## src/rtl/ecq_pkg.sv

```systemverilog
package ecq_pkg;
  typedef logic [7:0] byte_t;

  typedef struct packed {
    byte_t len;
    byte_t c1;
    byte_t c0;
  } cmd_desc_t;

  typedef enum logic [1:0] {SQ_IDLE, SQ_WAIT, SQ_DROP} seq_state_t;

  // frame on the wire: one length byte plus the payload
  function automatic logic [8:0] frame_total(input byte_t len);
    return {1'b0, len} + 9'd1;
  endfunction

  function automatic logic [15:0] make_tag(input byte_t lo, input byte_t hi);
    return {hi, lo};
  endfunction

  function automatic byte_t event_code(input byte_t hdr);
    return hdr & 8'h8F;
  endfunction
endpackage

```

## src/rtl/ecq_ms_tick.sv

```systemverilog
module ecq_ms_tick #(
  parameter int CLK_HZ = 100_000_000
) (
  input  logic clk,
  input  logic rst_n,
  output logic ms_tick
);
  localparam int TPM = (CLK_HZ / 1000 < 1) ? 1 : CLK_HZ / 1000;
  localparam int CW  = $clog2(TPM + 1);

  logic [CW-1:0] cnt;

  assign ms_tick = (cnt == CW'(TPM - 1));

  always_ff @(posedge clk or negedge rst_n) begin
    if (!rst_n)       cnt <= '0;
    else if (ms_tick) cnt <= '0;
    else              cnt <= cnt + 1'b1;
  end
endmodule

```

## src/rtl/ecq_fifo.sv

```systemverilog
module ecq_fifo
  import ecq_pkg::*;
#(
  parameter int DEPTH = 4
) (
  input  logic      clk,
  input  logic      rst_n,
  input  logic      push,
  input  cmd_desc_t din,
  input  logic      pop,
  output cmd_desc_t dout,
  output logic      empty,
  output logic      full
);
  localparam int AW = (DEPTH > 1) ? $clog2(DEPTH) : 1;
  localparam int CW = $clog2(DEPTH + 1);

  cmd_desc_t     mem [DEPTH];
  logic [AW-1:0] rd_ptr, wr_ptr;
  logic [CW-1:0] count;

  function automatic logic [AW-1:0] next_ptr(input logic [AW-1:0] p);
    return (p == AW'(DEPTH - 1)) ? '0 : p + 1'b1;
  endfunction

  assign empty = (count == '0);
  assign full  = (count == CW'(DEPTH));
  assign dout  = mem[rd_ptr];

  always_ff @(posedge clk) begin
    if (push) mem[wr_ptr] <= din;
  end

  always_ff @(posedge clk or negedge rst_n) begin
    if (!rst_n) begin
      rd_ptr <= '0;
      wr_ptr <= '0;
      count  <= '0;
    end else begin
      if (push) wr_ptr <= next_ptr(wr_ptr);
      if (pop)  rd_ptr <= next_ptr(rd_ptr);
      if (push && !pop)      count <= count + 1'b1;
      else if (pop && !push) count <= count - 1'b1;
    end
  end

  p_no_overflow_r3: assert property (@(posedge clk) disable iff (!rst_n)
    full |-> !push);
  p_no_underflow_r5: assert property (@(posedge clk) disable iff (!rst_n)
    empty |-> !pop);
endmodule

```

## src/rtl/ecq_tx_seq.sv

```systemverilog
module ecq_tx_seq
  import ecq_pkg::*;
#(
  parameter int TX_MS = 5000
) (
  input  logic       clk,
  input  logic       rst_n,
  input  logic       have_msg,
  input  logic [8:0] head_total,
  input  logic       xfer_done,
  input  logic       byte_adv,
  input  logic       ms_tick,
  output logic       req_n,
  output logic       pop,
  output logic       tx_timeout,
  output logic [8:0] head_pos
);
  localparam int MW = $clog2(TX_MS + 1);

  seq_state_t    state;
  logic [MW-1:0] ms_cnt;

  assign req_n      = (state != SQ_WAIT);
  assign pop        = (state == SQ_WAIT) && xfer_done;
  assign tx_timeout = (state == SQ_WAIT) && !xfer_done && ms_tick &&
                      (ms_cnt == MW'(TX_MS - 1));

  always_ff @(posedge clk or negedge rst_n) begin
    if (!rst_n) begin
      state    <= SQ_IDLE;
      ms_cnt   <= '0;
      head_pos <= '0;
    end else begin
      unique case (state)
        SQ_IDLE: begin
          head_pos <= '0;
          ms_cnt   <= '0;
          if (have_msg) state <= SQ_WAIT;
        end
        SQ_WAIT: begin
          if (pop) begin
            state    <= SQ_IDLE;
            head_pos <= '0;
          end else if (tx_timeout) begin
            state    <= SQ_DROP;
            head_pos <= '0;
          end else begin
            if (ms_tick) ms_cnt <= ms_cnt + 1'b1;
            if (byte_adv && head_pos < head_total) head_pos <= head_pos + 1'b1;
          end
        end
        default: begin
          ms_cnt <= '0;
          state  <= SQ_WAIT;
        end
      endcase
    end
  end

  p_fall_needs_msg_r4: assert property (@(posedge clk) disable iff (!rst_n)
    $fell(req_n) |-> $past(have_msg));
  p_release_after_done_r5: assert property (@(posedge clk) disable iff (!rst_n)
    pop |=> req_n);
  p_pos_bound_r6: assert property (@(posedge clk) disable iff (!rst_n)
    !req_n |-> head_pos <= head_total);
  p_timeout_rewind_r7: assert property (@(posedge clk) disable iff (!rst_n)
    tx_timeout |=> (req_n && head_pos == 9'd0));
endmodule

```

## src/rtl/ecq_router.sv

```systemverilog
module ecq_router
  import ecq_pkg::*;
#(
  parameter int SYNC_MS = 2000
) (
  input  logic        clk,
  input  logic        rst_n,
  input  logic        sync_arm,
  input  logic [15:0] arm_tag,
  input  logic        rx_valid,
  input  byte_t       rx_hdr,
  input  byte_t       rx_b2,
  input  logic        ms_tick,
  output logic        busy,
  output logic        rsp_valid,
  output logic        evt_valid,
  output byte_t       evt_code,
  output logic        sync_done,
  output logic        sync_ok
);
  localparam int MW = $clog2(SYNC_MS + 1);

  logic [15:0]   tag;
  logic [MW-1:0] ms_cnt;
  logic          hit, expire;

  assign hit    = rx_valid && busy && (make_tag(rx_hdr, rx_b2) == tag);
  assign expire = busy && !hit && ms_tick && (ms_cnt == MW'(SYNC_MS - 1));

  always_ff @(posedge clk or negedge rst_n) begin
    if (!rst_n) begin
      busy      <= 1'b0;
      tag       <= '0;
      ms_cnt    <= '0;
      rsp_valid <= 1'b0;
      evt_valid <= 1'b0;
      evt_code  <= '0;
      sync_done <= 1'b0;
      sync_ok   <= 1'b0;
    end else begin
      rsp_valid <= hit;
      evt_valid <= rx_valid && !hit;
      evt_code  <= (rx_valid && !hit) ? event_code(rx_hdr) : 8'h00;
      sync_done <= hit || expire;
      sync_ok   <= hit;
      if (sync_arm) begin
        busy   <= 1'b1;
        tag    <= arm_tag;
        ms_cnt <= '0;
      end else if (hit || expire) begin
        busy <= 1'b0;
        tag  <= '0;
      end else if (busy && ms_tick) begin
        ms_cnt <= ms_cnt + 1'b1;
      end
    end
  end

  p_clear_on_hit_r9: assert property (@(posedge clk) disable iff (!rst_n)
    hit |=> (!busy && rsp_valid && sync_ok));
  p_one_route_r10: assert property (@(posedge clk) disable iff (!rst_n)
    $onehot0({rsp_valid, evt_valid}));
  p_evt_mask_r10: assert property (@(posedge clk) disable iff (!rst_n)
    evt_valid |-> (evt_code[6:4] == 3'b000));
  p_expire_fail_r11: assert property (@(posedge clk) disable iff (!rst_n)
    expire |=> (sync_done && !sync_ok && !busy));
endmodule

```

## src/rtl/ecq_top.sv

```systemverilog
module ecq_top
  import ecq_pkg::*;
#(
  parameter int CLK_HZ  = 100_000_000,
  parameter int DEPTH   = 4,
  parameter int TX_MS   = 5000,
  parameter int SYNC_MS = 2000
) (
  input  logic       clk,
  input  logic       rst_n,
  input  logic       enq_valid,
  input  logic       enq_sync,
  input  logic [7:0] enq_len,
  input  logic [7:0] enq_c0,
  input  logic [7:0] enq_c1,
  output logic       enq_ready,
  output logic       req_n,
  output logic       head_valid,
  output logic [7:0] head_len,
  output logic [8:0] head_total,
  output logic [8:0] head_pos,
  input  logic       byte_adv,
  input  logic       xfer_done,
  input  logic       rx_valid,
  input  logic [7:0] rx_hdr,
  input  logic [7:0] rx_b2,
  output logic       rsp_valid,
  output logic       evt_valid,
  output logic [7:0] evt_code,
  output logic       sync_done,
  output logic       sync_ok
);
  logic      ms_tick, push, pop, empty, full, sync_busy, sync_arm, tx_timeout;
  cmd_desc_t din, head;

  assign enq_ready  = !full && !(enq_sync && sync_busy);
  assign push       = enq_valid && enq_ready;
  assign sync_arm   = push && enq_sync;
  assign din        = '{len: enq_len, c1: enq_c1, c0: enq_c0};
  assign head_valid = !empty;
  assign head_len   = head.len;
  assign head_total = frame_total(head.len);

  ecq_ms_tick #(.CLK_HZ(CLK_HZ)) u_tick (
    .clk(clk), .rst_n(rst_n), .ms_tick(ms_tick));

  ecq_fifo #(.DEPTH(DEPTH)) u_fifo (
    .clk(clk), .rst_n(rst_n), .push(push), .din(din), .pop(pop),
    .dout(head), .empty(empty), .full(full));

  ecq_tx_seq #(.TX_MS(TX_MS)) u_seq (
    .clk(clk), .rst_n(rst_n), .have_msg(!empty), .head_total(head_total),
    .xfer_done(xfer_done), .byte_adv(byte_adv), .ms_tick(ms_tick),
    .req_n(req_n), .pop(pop), .tx_timeout(tx_timeout), .head_pos(head_pos));

  ecq_router #(.SYNC_MS(SYNC_MS)) u_router (
    .clk(clk), .rst_n(rst_n), .sync_arm(sync_arm),
    .arm_tag(make_tag(enq_c0, enq_c1)), .rx_valid(rx_valid),
    .rx_hdr(rx_hdr), .rx_b2(rx_b2), .ms_tick(ms_tick), .busy(sync_busy),
    .rsp_valid(rsp_valid), .evt_valid(evt_valid), .evt_code(evt_code),
    .sync_done(sync_done), .sync_ok(sync_ok));

  p_single_sync_r8: assert property (@(posedge clk) disable iff (!rst_n)
    (sync_busy && push) |-> !enq_sync);
  p_head_kept_on_timeout_r7: assert property (@(posedge clk) disable iff (!rst_n)
    tx_timeout |=> (head_valid && $stable(head_len)));
endmodule

```

## config.mk

```make
export PLATFORM = sky130hd
export DESIGN_NAME = ecq_top
export DESIGN_NICKNAME = d
export VERILOG_FILES = /design/src/rtl/ecq_pkg.sv /design/src/rtl/ecq_ms_tick.sv /design/src/rtl/ecq_fifo.sv /design/src/rtl/ecq_tx_seq.sv /design/src/rtl/ecq_router.sv /design/src/rtl/ecq_top.sv
export SDC_FILE = /design/constraint.sdc
export NUM_CORES = 1
export LEC_CHECK = 0
export BUFFER_PORTS_ARGS = -buffer_cell sky130_fd_sc_hd__buf_4
export CORE_ASPECT_RATIO = 0.75
export CORE_MARGIN = 3
export CORE_UTILIZATION = 60
export CTS_CLUSTER_SIZE = 14
export DETAILED_ROUTE_END_ITERATION = 6
export PLACE_DENSITY = 0.9
export SLEW_MARGIN = 15
export SYNTH_ARGS = -nofsm -noshare
export SYNTH_HDL_FRONTEND = slang
export SYNTH_HIERARCHICAL = 1
export SYNTH_SLANG_ARGS = --single-unit
```

## constraint.sdc

```tcl
create_clock -name clk -period 3.99 [get_ports clk]
set_input_delay 0.1995 -clock clk [delete_from_list [all_inputs] [get_ports clk]]
set_output_delay 0.1995 -clock clk [all_outputs]
set_load 0.005 [all_outputs]
```

# After elaboration in Yosys (flattened, before gate mapping)
# Memory sizes are Yosys's and may differ from the RTL's.
# Index checks and enable logic that the tools add are counted.
[word_totals]
ff_bits = 87
latch_bits = 0
ram_bits = 96
mem_bits_ro = 0
out_inout_bits = 41
elab_cells = 104
memories = 1
[op_classes]
add_sub_neg = 9
mul = 0
n_div = 0
order_cmp = 1
n_eq_ne = 16
shift = 0
mux = 27
bitwise_logic = 0
reduce_logical = 36
[mem_list]
columns = ["memory", "words", "word_bits", "read_ports", "rd_ports_with_merged_regs", "wr", "line", "source"]
rows = [
  ["u_fifo.mem", 4, 24, 1, 0, 1, "ecq_fifo.sv:18", "cmd_desc_t mem [DEPTH];"],
]
[ops]
columns = ["operator", "n"]
rows = [
  ["$mux 13", 4],
  ["$mux 11", 3],
  ["$mux 16", 2],
  ["$mux 9", 3],
  ["$logic_and 1x1->1", 18],
  ["$pmux 9 s2", 1],
  ["$add 17x1->17 const B", 1],
  ["$eq 17x17->1 const B", 1],
  ["$mux 17", 1],
  ["$eq 16x16->1", 1],
  ["$add 13x1->13 const B", 1],
  ["$eq 13x13->1 const B", 1],
  ["$add 11x1->11 const B", 1],
  ["$eq 11x11->1 const B", 1],
  ["$mux 2", 5],
  ["$add 8x1->9 const B", 1],
  ["$add 9x1->9 const B", 1],
  ["$lt 9x9->1", 1],
  ["$mux 8", 1],
  ["$ne 2x2->1 const B", 4],
  ["$reduce_bool 2->1", 4],
  ["$logic_not 1->1", 7],
  ["$mux 3", 2],
  ["$reduce_and 2->1", 3],
  ["15 further kinds", 21],
]

# Depth between registers and ports, before layout
# Gate-level depths: netlist of run 1.
[logic_depth]
ltp_word = 9
mapped_depth = 14

# Cells and area by module
# Netlist of run 1, hierarchy kept.
[modules_own_cells]
columns = ["module", "instances", "cells_per_inst", "area_per_inst_um2", "seq_area_each_um2"]
rows = [
  ["ecq_fifo", 1, 163, 3925.0, 3057.9],
  ["ecq_router", 1, 182, 1829.3, 900.9],
  ["ecq_tx_seq", 1, 173, 1554.0, 600.6],
  ["ecq_ms_tick", 1, 74, 793.3, 425.4],
  ["ecq_top", 1, 22, 142.6, 0.0],
]

# Least setup slack after synthesis of run 1
# OpenSTA, ideal clock, no wires.
[synth_timing]
kind = "reg2reg"
startpoint = "register u_tick.cnt[11]"
endpoint = "register u_router.ms_cnt[0]"
setup_ns = 0.125
arrival_ns = 3.153
required_ns = 3.865
path_slack_ns = 0.712
path_stages_with_launch = 11
n_path_buf = 1
cell_sequence = "dfrtp_1 -> or4_1 -> or4_4 -> nor4_4 -> and3_4 -> nand3_4 -> or3_4 -> o21ai_4 -> buf_8 -> nor2_4 -> mux2_4"
[synth_between]
elab_chain_len = 6
word_cells_on_any_way = 8
[synth_lines]
columns = ["element", "line", "source"]
rows = [
  ["start, declared", "ecq_ms_tick.sv:11", "logic [CW-1:0] cnt;"],
  ["start signal, assigned", "ecq_ms_tick.sv:18", "else cnt <= cnt + 1'b1;"],
  ["$eq 17x17->1 *", "ecq_ms_tick.sv:13", "assign ms_tick = (cnt == CW'(TPM - 1));"],
  ["named net ms_tick", "ecq_top.sv:33", "logic ms_tick, push, pop, empty, full, sync_busy, sync_arm, tx_timeout;"],
  ["$logic_and 1x1->1 (2 in series)", "ecq_router.sv:28", "assign expire = busy && !hit && ms_tick && (ms_cnt == MW'(SYNC_MS - 1));"],
  ["$logic_or 1x1->1", "ecq_router.sv:50", "end else if (hit || expire) begin"],
  ["$ne 2x2->1 (no line)", "-", ""],
  ["$reduce_and 2->1 (no line) *", "-", ""],
  ["end signal, assigned", "ecq_router.sv:54", "ms_cnt <= ms_cnt + 1'b1;"],
  ["end, declared", "ecq_router.sv:24", "logic [MW-1:0] ms_cnt;"],
]
# Mark *: on every way through the listed nets, which the timed path passes. The rest lies on a longest branch.
# A chain may end at the register's enable or synchronous reset.

# Worst setup path after layout of run 1
[layout_timing]
startpoint = "register u_fifo.rd_ptr[0]"
endpoint = "register u_seq.head_pos[8]"
[layout_between]
elab_chain_len = 6
[layout_lines]
columns = ["element", "line", "source"]
rows = [
  ["start, declared", "ecq_fifo.sv:19", "logic [AW-1:0] rd_ptr, wr_ptr;"],
  ["start signal, assigned", "ecq_fifo.sv:41", "if (pop) rd_ptr <= next_ptr(rd_ptr);"],
  ["$mem_v2 4x24", "-", ""],
  ["$add 8x1->9", "ecq_pkg.sv:14", "return {1'b0, len} + 9'd1;"],
  ["$lt 9x9->1", "ecq_tx_seq.sv:49", "if (byte_adv && head_pos < head_total) head_pos <= head_pos + 1'b1;"],
  ["$logic_and 1x1->1", "ecq_tx_seq.sv:49", ""],
  ["$ne 4x4->1 (no line)", "-", ""],
  ["$reduce_and 2->1 (no line)", "-", ""],
  ["end signal, assigned", "ecq_tx_seq.sv:49", ""],
  ["end, declared", "ecq_tx_seq.sv:16", "output logic [8:0] head_pos"],
]
# No other way between the ends.

==> impl_metrics.yaml, run 1 <==
outcome:
  status: "finished, violations left"
  violations: "negative hold slack"
placement:
  dp_hpwl_mm: 9.00
  place_area_um2: 6570
  gp_congestion: 0.933
  port_buffers: 84
setup_path:
  required_ns: 4.33
  slowest_delay_ns: 0.71
  crit_path_max_fanout: 11
  path_cells: "mux4_1 -> ha_1 -> nand3_1 -> xnor2_1 -> inv_1 -> ha_1 -> a21oi_1 -> o211ai_1 -> nor2_1 -> or4b_1 -> a21oi_1"
  cp_num_buf_inv: 1
  worstPathArrival_ns: 3.96
  endpoint_kind: "flop"
  worst_path_max_delay_cell: "mux4_1"
  crit_family: "simple AND/OR/NAND/NOR gates"
  start_kind: "flop"
  path_class: "reg2reg"
timing:
  fin_crit_sh: 0.908
  slew_headroom: 0.317
  whs_ns: -0.0366
  rsz0062_at_grt: "no"
  worst_slew_pin_slew_ns: 1.03
  fin_skew_ns: 0.00786
  clock.fmax_ghz: 0.276
  finalSetupViolCount: 0
  finalHoldViolCount: 77
  fin_tns_setup_ns: 0
  final_max_slew_viol_count: 0
  min_period_ns: 3.62
floorplanning:
  top_level_ports: 88
  die-width_um: 121
  core.rowCount: 30
  start_util: 0.636
  die-area_um2: 11100
  dieHeight_um: 92.2
  core_area_um2: 9350
grt:
  grt.overflow.total: 0
  grt_use_total: 0.274
  grt_use_met1: 0.332
  grtUsageMet2: 0.455
  met3_usage: 0.0863
  grt_max_degree: 85
  grt_pass1_wl_mm: 23.5
  grt_pass1_vias: 4811
  grt-busiest-layer: "met2"
  antenna_found_initial: 0
detailed_routing:
  num_vias: 4594
  drtPass1Iterations: 5
  routed_wl_mm: 14.3
  ant_nets: 0
  route.detailed.drc: 0
  vias_per_cell: 5.88
  wl_per_cell_um: 18.3
  drt-initial-drc-count: 457
finish:
  final_layout_size_suffix_gt1_frac: 0.217
  n_fill_cell: 513
  final_nets: 707
  multi_input_area_um2: 2560
  fin_area_um2: 7420
  seq_area_um2: 3060
  area_growth_pct: 24.9
  n_antenna_cell: 0
clock_tree:
  root_buffer: "clkbuf_16"
  post_cts_buffers: 0
  clockBufferDepth: 2
  tritoncts: "built"
  cts.sinks: 116
  cts_buffers: 17
  path_clk_slew_ns: 0.06
  worstSkewPairLatency_ns: 0.42
  h-tree-depth: 4
yosys:
  synth_area_um2: 5940
  syn_avg_cell_area_um2: 11.2
  yosys_warnings: 6
  synthCells: 533
power_and_ir_drop:
  ir_worst_vdd_mv: 0.428
  leakagePower_nw: 3.23
  power_density_nw_per_um2: 571
worst_hold_path:
  min_path_type: "in2async"
flow_run:
  maxCapViolations: 0
## sequential cells by signal (all words and copies together) (netlist names)
register / cells
u_fifo/mem: 32
u_tick/cnt: 17
u_router/tag: 16
u_seq/ms_cnt: 13
u_router/ms_cnt: 11
u_seq/head_pos: 9
u_router/evt_code: 5
u_fifo/count: 3
u_fifo/rd_ptr: 2
u_fifo/wr_ptr: 2
u_seq/state: 2
u_router/busy: 1
u_router/evt_valid: 1
u_router/sync_done: 1
u_router/sync_ok: 1
## cells in the final DEF (no fill, tap or decap), types with 3 or more instances in the layout
cell type / n
xor2_1: 27
inv_1: 39
clkinv_4: 3
nor3_1: 6
nand3_1: 23
o211ai_1: 5
conb_1: 3
and2_1: 12
nand2_1: 50
clkbuf_16: 19
nor4_1: 8
mux2_2: 4
dlygate4sd3_1: 23
nand4_1: 16
a21oi_1: 16
or4_1: 4
nor3b_1: 3
nor2_1: 36
mux4_1: 3
o21ai_0: 12
and3_1: 8
inv_6: 4
o31ai_1: 19
nor2b_1: 6
dfrtp_1: 83
xnor2_1: 23
mux4_2: 5
edfxtp_1: 32
ha_1: 19
buf_4: 86
or3_1: 11
## stage by stage
stage	std cells	hold WS, ns	utilization	worst slack [ns]	total power (W)
after floorplan	535	-0.0961	-	0.712	0.00222
after global placement	726	0.399	0.703	0.540	0.00253
after detailed placement	726	0.407	0.703	0.303	0.00262
after CTS	781	0.00672	0.794	0.247	0.00424
after global routing	781	0.0238	0.794	0.191	0.00445
final	781	-0.0366	0.794	0.365	0.00424
## power by group
group | total [W] | internal (W) | switching, W
clock network | 0.00158 | 0.00100 | 0.000575
logic | 0.00113 | 0.000545 | 0.000583
registers | 0.00153 | 0.00138 | 0.000153
## area by class of cell
class                      count  share of cell area
multi-input combinational    357               0.344
inverter                      39              0.0197
clock buffer                  20              0.0646
tap                          128              0.0216
sequential                   116               0.413
clock inverter                12              0.0190
timing repair buffer         109               0.118
## per-layer routing
layer | part of all wire | vias up
met5 | 0.0040 | -
met4 | 0.024 | 2
met3 | 0.063 | 34
met2 | 0.51 | 213
met1 | 0.40 | 2246
li1 | - | 2099
## final timing paths
path | from | end | cells past startpoint | slack (ns)
setup / recovery | u_fifo/rd_ptr[0] | u_seq/head_pos[8] | 11 | 0.37
hold / removal | rst_n | u_seq/head_pos[8] | 1 | -0.04
setup reg to reg | u_fifo/rd_ptr[0] | u_seq/head_pos[8] | 11 | 0.37
hold reg to reg | u_tick/cnt[0] | u_tick/cnt[0] | 1 | 0.50
max in group asynchronous | rst_n | u_fifo/rd_ptr[0] | 1 | 3.31
min in group clk | rx_hdr[2] | u_router/evt_code[2] | 2 | 0.02
## what timing repair did
item                                    4_1_cts  5_1_grt
endpoints found under the setup margin        0        1
hold endpoints to repair                     47        0
hold buffers                                 23        0
gates resized for setup                       0        1
(Power assumes the default switching activity.)
==> inputs of run 2 (changes only) <==
- BUFFER_PORTS_ARGS: -buffer_cell sky130_fd_sc_hd__buf_4 -> -buffer_cell sky130_fd_sc_hd__buf_2
==> run 2 against run 1 <==
The flow finishes with violations (design-rule violations, negative hold slack). Critical endpoint unchanged. Sequential share of layout area increased by 1.8 points. Non-clock buffer count shrank 8. Core utilization shrank 3.4 points. Cell count decreased by 1.0%. Setup slack lost 0.13 ns. First-iteration DRC count rose by 34%. Clock power shrank 4%. Worst hold slack better by 0.0030 ns. Global-route usage rose by 0.42 points. Die area unchanged. Routed wire length is 3.8% higher.
==> impl_metrics.yaml, run 2 (same netlist as run 1, synthesis figures left out) <==
detailed_routing:
  drt-initial-drc-count: 611
  route.detailed.drc: 3
  num_vias: 4761
  routed_wl_mm: 14.9
  wl_per_cell_um: 19.2
  ant_nets: 0
  drtPass1Iterations: 7
  vias_per_cell: 6.16
flow_run:
  maxCapViolations: 0
floorplanning:
  core_area_um2: 9350
  start_util: 0.636
  core.rowCount: 30
  die-width_um: 121
  die-area_um2: 11100
  dieHeight_um: 92.2
  top_level_ports: 88
grt:
  grt_pass1_wl_mm: 24.1
  grt_pass1_vias: 4813
  grt_use_total: 0.278
  antenna_found_initial: 0
  grt_max_degree: 85
  grt.overflow.total: 0
power_and_ir_drop:
  switching_share: 0.313
  finalPower_w: 0.00408
  clock_power_share: 0.373
  p_seq_frac: 0.376
  ir_worst_vdd_mv: 0.350
  pwr-share-comb: 0.251
  power.internal_w: 0.00280
  power_density_nw_per_um2: 574
  p_switching_w: 0.00128
  leakagePower_nw: 3.13
outcome:
  violations: "design-rule violations, negative hold slack"
  status: "finished, violations left"
placement:
  dp_cells: 726
  port_buffers: 84
  dp_hpwl_mm: 8.69
  place_area_um2: 6360
  gp_congestion: 0.888
clock_tree:
  path_clk_slew_ns: 0.06
  root_buffer: "clkbuf_16"
  tritoncts: "built"
  clockBufferDepth: 2
  worstSkewPairLatency_ns: 0.42
  post_cts_buffers: 0
  cts_buffers: 17
  cts.sinks: 116
  cts_resized: 0
  h-tree-depth: 4
finish:
  final_layout_size_suffix_gt1_frac: 0.217
  largest_registers: "u_fifo/mem (32), u_tick/cnt (17), u_router/tag (16)"
  largest_reg_flops: 32
  n_antenna_cell: 0
  regMostFlops: "u_fifo/mem"
  area_growth_pct: 19.6
  final_cells: 773
  fin_area_um2: 7110
  final_nets: 699
  seq_area_um2: 3060
  multi_input_area_um2: 2560
  n_fill_cell: 537
  finalCoreUtilization: 0.761
  final_cell_mix: "dfrtp_1, buf_2, nand2_1"
  final_common_cell: "dfrtp_1"
setup_path:
  endpoint_kind: "flop"
  worst_path_max_delay_cell: "mux4_1"
  worstPathArrival_ns: 4.10
  path_class: "reg2reg"
  rrSetupSlack_ns: 0.23
  required_ns: 4.33
  path_cells: "mux4_1 -> ha_1 -> nand3_1 -> xnor2_1 -> inv_1 -> ha_1 -> a21oi_1 -> o211ai_1 -> nor2_1 -> or4b_1 -> a21oi_1"
  start_kind: "flop"
  slowest_delay_ns: 0.73
  crit_path_max_fanout: 11
timing:
  fin_tns_setup_ns: 0
  clock.fmax_ghz: 0.266
  worst_slew_pin_slew_ns: 1.04
  whs_ns: -0.0336
  min_period_ns: 3.76
  slew_headroom: 0.305
  fin_crit_sh: 0.942
  finalSetupViolCount: 0
  rsz0062_at_grt: "no"
  fin_skew_ns: 0.00718
  finalHoldViolCount: 38
  final_max_slew_viol_count: 0
worst_hold_path:
  min_path_type: "in2async"
[run 2: worst max-delay path: cells and delay by family, from the launching register on]
kind	cells	cell delay, ns
AND/OR/NAND/NOR	3	0.80
multiplexers	1	0.73
flip-flops	1	0.72
adder cells (fa/ha/maj)	2	0.62
AO/OA/AOI/OAI	3	0.59
XOR/XNOR	1	0.15
buffers and inverters	1	0.08
[run 2: power groups by stage]
stage               combinational, W  clock (W)  sequential (W)
finish                       0.00102    0.00152         0.00153
global route                 0.00113    0.00159         0.00155
CTS                          0.00102    0.00154         0.00152
detailed placement          0.000976          0         0.00154
global placement            0.000917          0         0.00152
floorplan                   0.000748          0         0.00147
[run 2: worst paths after layout]
kind,endpoint,startpoint,depth (start not counted)
worst max-delay path,u_seq/head_pos[8],u_fifo/rd_ptr[0],11
worst min-delay path,u_seq/head_pos[5],rst_n,1
worst max register to register,u_seq/head_pos[8],u_fifo/rd_ptr[0],11
worst min register to register,u_seq/state[0],u_seq/state[0],1
max in group asynchronous,u_router/ms_cnt[3],rst_n,1
min in group clk,u_fifo/mem[3][21],enq_len[5],1
[run 2: layer usage]
layer  part of all wire  wire length [µm]  GRT usage
met1               0.39              5810      0.333
met2               0.50              7390      0.465
met4              0.035               526      0.125
met5                  0                 0          0
met3              0.077              1140     0.0832
[run 2: per-stage QoR]
stage                     setup WS [ns]  hold slack, ns
final                             0.233         -0.0336
after global routing             0.0420         0.00616
after CTS                         0.300        0.000883
after detailed placement          0.388           0.407
after global placement            0.556           0.405
after floorplan                   0.712         -0.0961
[run 2: final cells by class]
type	instances	area share
flip-flops and latches	116	0.431
multi-input cells	357	0.360
repair buffers	101	0.0827
clock buffers	21	0.0663
well taps	128	0.0225
inverters	39	0.0206
clock inverters	11	0.0174
[run 2: repair_timing]
item                                   CTS  global route
setup endpoints to repair                0             0
hold buffers                            15             0
endpoints found under the hold margin   24             0
